===== config.mk =====
export PLATFORM = sky130hd
export DESIGN_NAME = twi_ee_slave
export DESIGN_NICKNAME = d
export VERILOG_FILES = /design/src/rtl/twi_ee_pkg.sv /design/src/rtl/twi_line_sync.sv /design/src/rtl/twi_store.sv /design/src/rtl/twi_ee_slave.sv
export SDC_FILE = /design/constraint.sdc
export NUM_CORES = 2
export LEC_CHECK = 0
export CORE_MARGIN = 2
export CORE_UTILIZATION = 45
export DETAILED_ROUTE_END_ITERATION = 10
export DONT_BUFFER_PORTS = 1
export GPL_ROUTABILITY_DRIVEN = 0
export SETUP_SLACK_MARGIN = 0.1
export SYNTH_ARGS = -nofsm -noshare
export SYNTH_HDL_FRONTEND = slang
export SYNTH_SLANG_ARGS = --single-unit

===== constraint.sdc =====
create_clock -name clk -period 7.3 [get_ports clk]
set_clock_uncertainty 0.1 [all_clocks]
set_input_delay 0.365 -clock clk [delete_from_list [all_inputs] [get_ports clk]]
set_output_delay 0.365 -clock clk [all_outputs]
set_load 0.03 [all_outputs]

===== src/rtl/twi_ee_pkg.sv =====
package twi_ee_pkg;

    typedef enum logic [2:0] {
        ST_IDLE,
        ST_DEV,
        ST_AHI,
        ST_ALO,
        ST_WDAT,
        ST_RDAT,
        ST_BUSY
    } ee_state_e;

    typedef struct packed {
        logic start;
        logic stop;
        logic rise;
        logic fall;
    } bus_evt_t;

    localparam logic [4:0] SEL_CODE = 5'b1010_0;

    function automatic logic sel_hit(input logic [7:0] b, input logic [1:0] strap);
        return (b[7:3] == SEL_CODE) && (b[2:1] == strap);
    endfunction

endpackage


===== src/rtl/twi_line_sync.sv =====
module twi_line_sync
    import twi_ee_pkg::*;
#(
    parameter int STAGES = 2
) (
    input  logic     clk,
    input  logic     rst,
    input  logic     scl_i,
    input  logic     sda_i,
    output bus_evt_t evt,
    output logic     sda_lvl
);
    logic [STAGES-1:0] scl_ff, sda_ff;
    logic              scl_prev, sda_prev, scl_lvl;

    generate
        for (genvar g = 0; g < STAGES; g++) begin : g_stage
            if (g == 0) begin : g_first
                always_ff @(posedge clk) begin
                    if (rst) begin
                        scl_ff[0] <= 1'b1;
                        sda_ff[0] <= 1'b1;
                    end else begin
                        scl_ff[0] <= scl_i;
                        sda_ff[0] <= sda_i;
                    end
                end
            end else begin : g_next
                always_ff @(posedge clk) begin
                    if (rst) begin
                        scl_ff[g] <= 1'b1;
                        sda_ff[g] <= 1'b1;
                    end else begin
                        scl_ff[g] <= scl_ff[g-1];
                        sda_ff[g] <= sda_ff[g-1];
                    end
                end
            end
        end
    endgenerate

    assign scl_lvl = scl_ff[STAGES-1];
    assign sda_lvl = sda_ff[STAGES-1];

    always_ff @(posedge clk) begin
        if (rst) begin
            scl_prev <= 1'b1;
            sda_prev <= 1'b1;
        end else begin
            scl_prev <= scl_lvl;
            sda_prev <= sda_lvl;
        end
    end

    always_comb begin
        evt.rise  = scl_lvl & ~scl_prev;
        evt.fall  = ~scl_lvl & scl_prev;
        evt.start = scl_lvl & scl_prev & sda_prev & ~sda_lvl;
        evt.stop  = scl_lvl & scl_prev & ~sda_prev & sda_lvl;
    end

endmodule


===== src/rtl/twi_store.sv =====
module twi_store #(
    parameter int AW = 8,
    parameter int DW = 8
) (
    input  logic          clk,
    input  logic          we,
    input  logic [AW-1:0] waddr,
    input  logic [DW-1:0] wdata,
    input  logic [AW-1:0] raddr,
    output logic [DW-1:0] rdata
);
    localparam int DEPTH = 1 << AW;

    logic [DW-1:0] cells [DEPTH];

    always_ff @(posedge clk) begin
        if (we) cells[waddr] <= wdata;
    end

    assign rdata = cells[raddr];

endmodule


===== src/rtl/twi_ee_slave.sv =====
module twi_ee_slave
    import twi_ee_pkg::*;
#(
    parameter int ADDR_W      = 15,
    parameter int MEM_AW      = 8,
    parameter int PAGE_W      = 6,
    parameter int BUSY_CYCLES = 2000,
    parameter int SYNC_STAGES = 2
) (
    input  logic       clk,
    input  logic       rst,
    input  logic       scl_i,
    input  logic       sda_i,
    output logic       sda_oe,
    input  logic [1:0] strap_i,
    input  logic       wp_i
);
    localparam int HI_W = ADDR_W - 8;
    localparam int CW   = $clog2(BUSY_CYCLES + 1);
    localparam logic [CW-1:0] BUSY_LAST = CW'(BUSY_CYCLES - 1);
    localparam logic [3:0] BYTE_END = 4'd8;
    localparam logic [3:0] ACK_END  = 4'd9;

    bus_evt_t        evt;
    logic            sda_lvl;
    ee_state_e       state, nxt_st;
    logic [7:0]      shreg, rd_byte;
    logic [3:0]      bitcnt;
    logic            sda_drv, wr_pend, mack;
    logic [ADDR_W-1:0] addr_q;
    logic [CW-1:0]   busy_cnt;
    logic            mem_we, is_busy, is_idle;

    twi_line_sync #(.STAGES(SYNC_STAGES)) u_sync (
        .clk(clk), .rst(rst), .scl_i(scl_i), .sda_i(sda_i),
        .evt(evt), .sda_lvl(sda_lvl)
    );

    assign mem_we = evt.fall && (state == ST_WDAT) && (bitcnt == BYTE_END) && !wp_i;

    twi_store #(.AW(MEM_AW), .DW(8)) u_store (
        .clk(clk), .we(mem_we),
        .waddr(addr_q[MEM_AW-1:0]), .wdata(shreg),
        .raddr(addr_q[MEM_AW-1:0]), .rdata(rd_byte)
    );

    always_ff @(posedge clk) begin
        if (rst) begin
            state    <= ST_IDLE;
            nxt_st   <= ST_IDLE;
            shreg    <= '0;
            bitcnt   <= '0;
            sda_drv  <= 1'b0;
            wr_pend  <= 1'b0;
            mack     <= 1'b0;
            addr_q   <= '0;
            busy_cnt <= '0;
        end else if (state == ST_BUSY) begin
            sda_drv <= 1'b0;
            if (busy_cnt == BUSY_LAST) begin
                state    <= ST_IDLE;
                busy_cnt <= '0;
            end else begin
                busy_cnt <= busy_cnt + 1'b1;
            end
        end else if (evt.start) begin
            state   <= ST_DEV;
            bitcnt  <= '0;
            sda_drv <= 1'b0;
            wr_pend <= 1'b0;
        end else if (evt.stop) begin
            sda_drv <= 1'b0;
            bitcnt  <= '0;
            wr_pend <= 1'b0;
            state   <= wr_pend ? ST_BUSY : ST_IDLE;
            busy_cnt <= '0;
        end else if (state == ST_RDAT) begin
            if (evt.rise) begin
                if (bitcnt == BYTE_END) mack <= ~sda_lvl;
                bitcnt <= bitcnt + 4'd1;
            end else if (evt.fall) begin
                if (bitcnt == ACK_END) begin
                    bitcnt <= '0;
                    if (mack) begin
                        shreg   <= rd_byte;
                        sda_drv <= ~rd_byte[7];
                        addr_q  <= addr_q + 1'b1;
                    end else begin
                        state   <= ST_IDLE;
                        sda_drv <= 1'b0;
                    end
                end else if (bitcnt == BYTE_END) begin
                    sda_drv <= 1'b0;
                end else if (bitcnt != 4'd0) begin
                    shreg   <= {shreg[6:0], 1'b0};
                    sda_drv <= ~shreg[6];
                end
            end
        end else if (state != ST_IDLE) begin
            if (evt.rise) begin
                if (bitcnt < BYTE_END) shreg <= {shreg[6:0], sda_lvl};
                bitcnt <= bitcnt + 4'd1;
            end else if (evt.fall) begin
                if (bitcnt == BYTE_END) begin
                    case (state)
                        ST_DEV: begin
                            if (sel_hit(shreg, strap_i)) begin
                                sda_drv <= 1'b1;
                                nxt_st  <= shreg[0] ? ST_RDAT : ST_AHI;
                            end else begin
                                state <= ST_IDLE;
                            end
                        end
                        ST_AHI: begin
                            addr_q  <= {shreg[HI_W-1:0], addr_q[7:0]};
                            sda_drv <= 1'b1;
                            nxt_st  <= ST_ALO;
                        end
                        ST_ALO: begin
                            addr_q[7:0] <= shreg;
                            sda_drv     <= 1'b1;
                            nxt_st      <= ST_WDAT;
                        end
                        default: begin
                            addr_q[PAGE_W-1:0] <= addr_q[PAGE_W-1:0] + 1'b1;
                            wr_pend <= 1'b1;
                            sda_drv <= 1'b1;
                            nxt_st  <= ST_WDAT;
                        end
                    endcase
                end else if (bitcnt == ACK_END) begin
                    bitcnt <= '0;
                    state  <= nxt_st;
                    if (nxt_st == ST_RDAT) begin
                        shreg   <= rd_byte;
                        sda_drv <= ~rd_byte[7];
                        addr_q  <= addr_q + 1'b1;
                    end else begin
                        sda_drv <= 1'b0;
                    end
                end
            end
        end
    end

    assign sda_oe  = sda_drv;
    assign is_busy = (state == ST_BUSY);
    assign is_idle = (state == ST_IDLE);

endmodule


[After elaboration in Yosys (flattened, before gate mapping)]
Memory sizes are Yosys's and may differ from the RTL's.
Index checks and enable logic that the tools add are counted.
Cells by class
  add/subtract/negate cells: 4
  bitwise operators: 18
  $lt $le $gt $ge: 1
  mux-type cells: 87
  reduce and logical (&&, ||, !) cells: 33
  equality and inequality tests: 47
Operators with widths (number)
  2-to-1 mux 15 bit: 11
  2-to-1 mux 8 bit: 14
  2-to-1 mux 3 bit: 19
  2-to-1 mux 11 bit: 4
  2-to-1 mux 4 bit: 10
  != test 5 bit, second input constant: 8
  AND reduction 13 bit: 3
  nonzero test 3 bit: 9
  2-to-1 mux 1 bit: 25
  != test 3 bit, second input constant: 6
  adder 15 x 1 -> 15 bit, second input constant: 1
  AND reduction 14 bit: 1
  equality test 3 bit, second input constant: 4
  != test 2 bit, second input constant: 6
  != test 3 x 2 -> 1 bit, second input constant: 4
  != test 6 bit, second input constant: 2
  one-hot mux 6 bit (2 select lines): 1
  adder 11 x 1 -> 11 bit, second input constant: 1
  equality test 11 bit, second input constant: 1
  NOT 1 bit: 11
  AND reduction 11 bit: 1
  != test 3 x 1 -> 1 bit, second input constant: 3
  AND reduction 9 bit: 1
  equality test 4 bit, second input constant: 2
  other kinds (28): 42
Storage, ports and cells
  input bits: 7
  output and inout bits: 1
  bits in registers: 53
  word-level logic and storage cells: 208
  bits in writable memories: 2048
  memories: 1
Memories
  u_store.cells: depth 256, bits a word 8, read ports 1, clocked after memory_dff 0, write ports 1, line twi_store.sv:14  | logic [DW-1:0] cells [DEPTH];

[Depth between registers and ports, before layout]
  depth in word-level cells: 12
  gate-level depth with buffers: 13

[By module]
Synthesis repeated with hierarchy kept, for this count alone.
Second synthesis, totals
  cells, all modules: 4070
  area, all modules: 82296.4 um2
Modules (own cells, without submodules)
  twi_store: area each 79396.1 um2, instances 1, cells each 3725
  twi_ee_slave: area each 2710.1 um2, instances 1, cells each 329
  twi_line_sync: area each 190.2 um2, instances 1, cells each 16

[Worst setup path after synthesis]
No wires, ideal clock.
  kind: flip-flop to flip-flop
  start point: register shreg[5]
  end point: register sda_drv (netlist: sda_oe)
  required time: 7.121 ns
  slack: 1.953 ns
  period minus slack after synthesis: 5.347 ns
  setup time: 0.079 ns
  stages on the path, launching flop included: 8
  arrival: 5.168 ns
  path through: dfxtp_1 -> inv_1 -> nor4_1 -> a311oi_1 -> a2111oi_0 -> o21ai_0 -> nand4b_1 -> o211ai_1
Between the ends
  cells in the longest elaborated chain, start to end: 4
RTL lines
  start: declaration: line twi_ee_slave.sv:27  | logic [7:0] shreg, rd_byte;
  start signal: assignment: line twi_ee_slave.sv:85  | shreg <= rd_byte;
  start signal: assignment: line twi_ee_slave.sv:95  | shreg <= {shreg[6:0], 1'b0};
  start signal: assignment: line twi_ee_slave.sv:101  | if (bitcnt < BYTE_END) shreg <= {shreg[6:0], sda_lvl};
  equality test 5 bit: line twi_ee_pkg.sv:23  | return (b[7:3] == SEL_CODE) && (b[2:1] == strap);
  logical AND 1 bit: line twi_ee_pkg.sv:23
  != test 4 bit (no line)
  AND reduction 8 bit (no line)
  end signal: assignment: line twi_ee_slave.sv:86  | sda_drv <= ~rd_byte[7];
  end signal: assignment: line twi_ee_slave.sv:96  | sda_drv <= ~shreg[6];
  end signal: assignment: line twi_ee_slave.sv:136  | sda_drv <= ~rd_byte[7];
  end: declaration: line twi_ee_slave.sv:29  | logic sda_drv, wr_pend, mack;
No other way between the ends.
A chain may end at the register's enable or synchronous reset.

[Worst setup path after layout]
  start point: register addr_q[0]
  end point: register shreg[1]
Between the ends
  cells in the longest elaborated chain, start to end: 8
RTL lines
  start: declaration: line twi_ee_slave.sv:30  | logic [ADDR_W-1:0] addr_q;
  start signal: assignment: line twi_ee_slave.sv:87  | addr_q <= addr_q + 1'b1;
  start signal: assignment: line twi_ee_slave.sv:115  | addr_q <= {shreg[HI_W-1:0], addr_q[7:0]};
  start signal: assignment: line twi_ee_slave.sv:120  | addr_q[7:0] <= shreg;
  memory (256 x 8 bit) *
  2-to-1 mux 8 bit: line twi_ee_slave.sv:134  | if (nxt_st == ST_RDAT) begin
  2-to-1 mux 8 bit: line twi_ee_slave.sv:131  | end else if (bitcnt == ACK_END) begin
  2-to-1 mux 8 bit: line twi_ee_slave.sv:104  | if (bitcnt == BYTE_END) begin
  2-to-1 mux 8 bit: line twi_ee_slave.sv:103  | end else if (evt.fall) begin
  2-to-1 mux 8 bit: line twi_ee_slave.sv:100  | if (evt.rise) begin
  2-to-1 mux 8 bit: line twi_ee_slave.sv:99  | end else if (state != ST_IDLE) begin
  2-to-1 mux 8 bit *: line twi_ee_slave.sv:77  | end else if (state == ST_RDAT) begin
Every way passes the cells marked *; elsewhere a longest branch is shown, timed or not. The select of a mux whose other input is x is not followed.

==> reports/metrics.csv <==
metric,value,unit
Port Buffers,0,
VDD IR max,0.256,mV
CTS root buf,clkbuf_16,
Critical Path Start Type,flop,
I/O Pins,8,
CTS Sinks,2094,
synthesized area,82200,um^2
Hold Path End,u_sync.scl_ff[0],
Async SR Flop Fraction,0,
vias in the first global route,39800,
commonest cells in the netlist,"edfxtp_1 (2,048), mux4_2 (583), nor2_1 (322)",
max-slew violations,0,
Slew @ Worst Pin,1260,ps
"count leader, synth",edfxtp_1,
Die Span X,431,um
largest net degree at the start of global routing,249,
GRT Util Overall,0.228,
site row count,156,
Slew HR,0.163,
FILL cells,14300,
Worst EP required,7920,ps
CP max FO,39,
Post-synth EDFFs,2048,
core region area,181000,um^2
TritonCTS Buffers,210,
CTS H-tree depth,4,
die area,186000,um^2
synth warn,0,
die height,431,um
area grow syn2layout,11.4,%
leading area contributor after synthesis,edfxtp_1,
via count,39900,
Post-CTS Setup Repair Bufs,0,
Synth top area share,0.749,
WL/cell,32.5,um
max-cap violation count,0,
Top Family by Delay on Critical Path,compound AO/OA/AOI/OAI gates,
Antenna Nets Post-Route,0,
reg2reg setup slack,2740,ps
CTS tree,built,
Final setup viols,0,
Critical R2R Launch,addr_q[0],
maximum buffer depth of the clock tree,3,
ranking of synthesized cells by area,"edfxtp_1 (75%), mux4_2 (16%), nor2_1 (1.5%)",
Pwr Total,0.0236,W
hold_sp,rst,
cells along the critical path,buf_4 -> mux4_2 -> mux2i_1 -> a221oi_1 -> a221oi_1 -> a31oi_1 -> a32oi_1 -> o21ai_1,
Routed WL,211000,um
syn avg cell area,21.3,um^2
critical path endpoint category,flop,
Cells after Synth,3860,
R2R Path End,shreg[1],
Worst-Skew Late Latency,860,ps
proportion of layout cells with a drive suffix above 1,0.249,
status,"finished, final reports clean",
antenna cells,0,
Hold Crit Depth,2,
vias per cell,6.16,
initial antenna violation count,3,
LEAKAGE,28.7,nW
Nets,3939,
"Slowest-stage cell, CP",a221oi_1,
sequential cell area fraction in the yosys report,0.760,
Post-synth top flop,edfxtp_1,
cell count of the worst reg-to-reg path,8,
DRT Pass-1 Iters,6,
Tcrit/Tclk final,0.625,
"Largest stage delay, worst path",1070,ps
Unique masters post-synth,79,
Syn Nets,3878,
DRC errors left,0,
DP Wirelength,123000,um
setup total negative slack,0,ps
worst hold path type,in2reg,
pwr dens,257,nW/um^2
"Arr. time, crit path",5180,ps
first-pass GRT wire length,302000,um
Starting Density,0.454,
minimum clock period,4560,ps
"Hold Violations, Final",0,
critical path class,reg2reg,
"most used cell, CP",a221oi_1,
"flops & latches, synth",2094,
RSZ-0062 raised after global routing,no,
drt first-iter violations,4905,
Critical Path Start,addr_q[0],
f_max,219,MHz
total grt overflow,0,
WP buf/inv,1,
clock slew at reported path FFs,60,ps
## timing repair
action	CTS	global route
hold endpoints to repair	45	0
resized for setup	0	0
hold buffers	7	0
## power by group
group	total [W]	internal, W	switching, W
Combinational	0.0000246	0.00000745	0.0000171
Clock	0.0106	0.00595	0.00460
Sequential	0.0130	0.0130	0.00000132
## sequential cells by signal, summed over array words and instances (netlist names), 3 cells and up
name and flops:
state 3, nxt_st 3, busy_cnt 11, addr_q 8, u_store.cells 2048, bitcnt 4
shreg 8
## cell type report
| type | instances | area (um^2) | share of cell area |
|---|---|---|---|
| sequential | 2094 | 62500 | 0.682 |
| tap | 2370 | 2970 | 0.0324 |
| clock inverter | 133 | 1190 | 0.0130 |
| inverter | 22 | 90.1 | 0.000984 |
| multi-input combinational | 1514 | 18500 | 0.202 |
| timing repair buffer | 79 | 758 | 0.00828 |
| clock buffer | 261 | 5550 | 0.0606 |
## cell families (layout without fill, tap and decap cells)
| group | after synthesis | after routing | share of synthesized area |
|---|---|---|---|
| AO/OA/AOI/OAI | 227 | 227 | 0.0191 |
| XOR/XNOR | 4 | 4 | 0.000426 |
| adder cells (fa/ha/maj) | 11 | 11 | 0.00168 |
| buffers and inverters | 252 | 495 | 0.0155 |
| flip-flops | 2094 | 2094 | 0.760 |
| multiplexers | 660 | 660 | 0.171 |
| AND/OR/NAND/NOR | 612 | 612 | 0.0325 |
## metal layers
layer / track usage / wire (um) / up-vias
li1: - / - / 16200
met1: 0.331 / 87600 / 21400
met2: 0.344 / 97400 / 1857
met3: 0.0459 / 17300 / 396
met4: 0.0858 / 8190 / 8
met5: 0 / 51 / -
## worst max path at each step
stage / to / cells after the start
final: shreg[1] / 8
after global placement: shreg[1] / 8
after global routing: shreg[1] / 8
after CTS: sda_oe / 9
after floorplan: sda_oe / 7
after detailed placement: shreg[7] / 9
## placed cells by master, fill, tap and decap left out, types with 13 or more instances in the layout
master and n:
clkinv_1 47, nor3_1 24, bufinv_16 15, clkinv_2 45
mux4_2 583, buf_4 61, edfxtp_1 2048, dfxtp_1 31
a21oi_1 52, a22oi_1 24, nand3_1 41, clkbuf_16 214
nor2_1 320, inv_1 20, o21ai_0 36, dfxtp_4 13
nand2_1 114, clkbuf_1 45, mux2i_1 57, nand2_2 15
nand2b_1 16
## through the flow
step	instances	instance area (um^2)	setup slack (ps)	utilization	hold slack, ps
2_1_floorplan	3860	82200	1950	-	289
3_3_place_gp	6072	84700	2890	0.468	301
3_5_place_dp	6072	84700	2930	0.468	302
4_1_cts	6473	91500	2890	0.505	20.7
5_1_grt	6473	91500	2650	0.505	44.6
6_report	6473	91500	2740	0.505	89.5
Power figures use the tool's default switching activity.
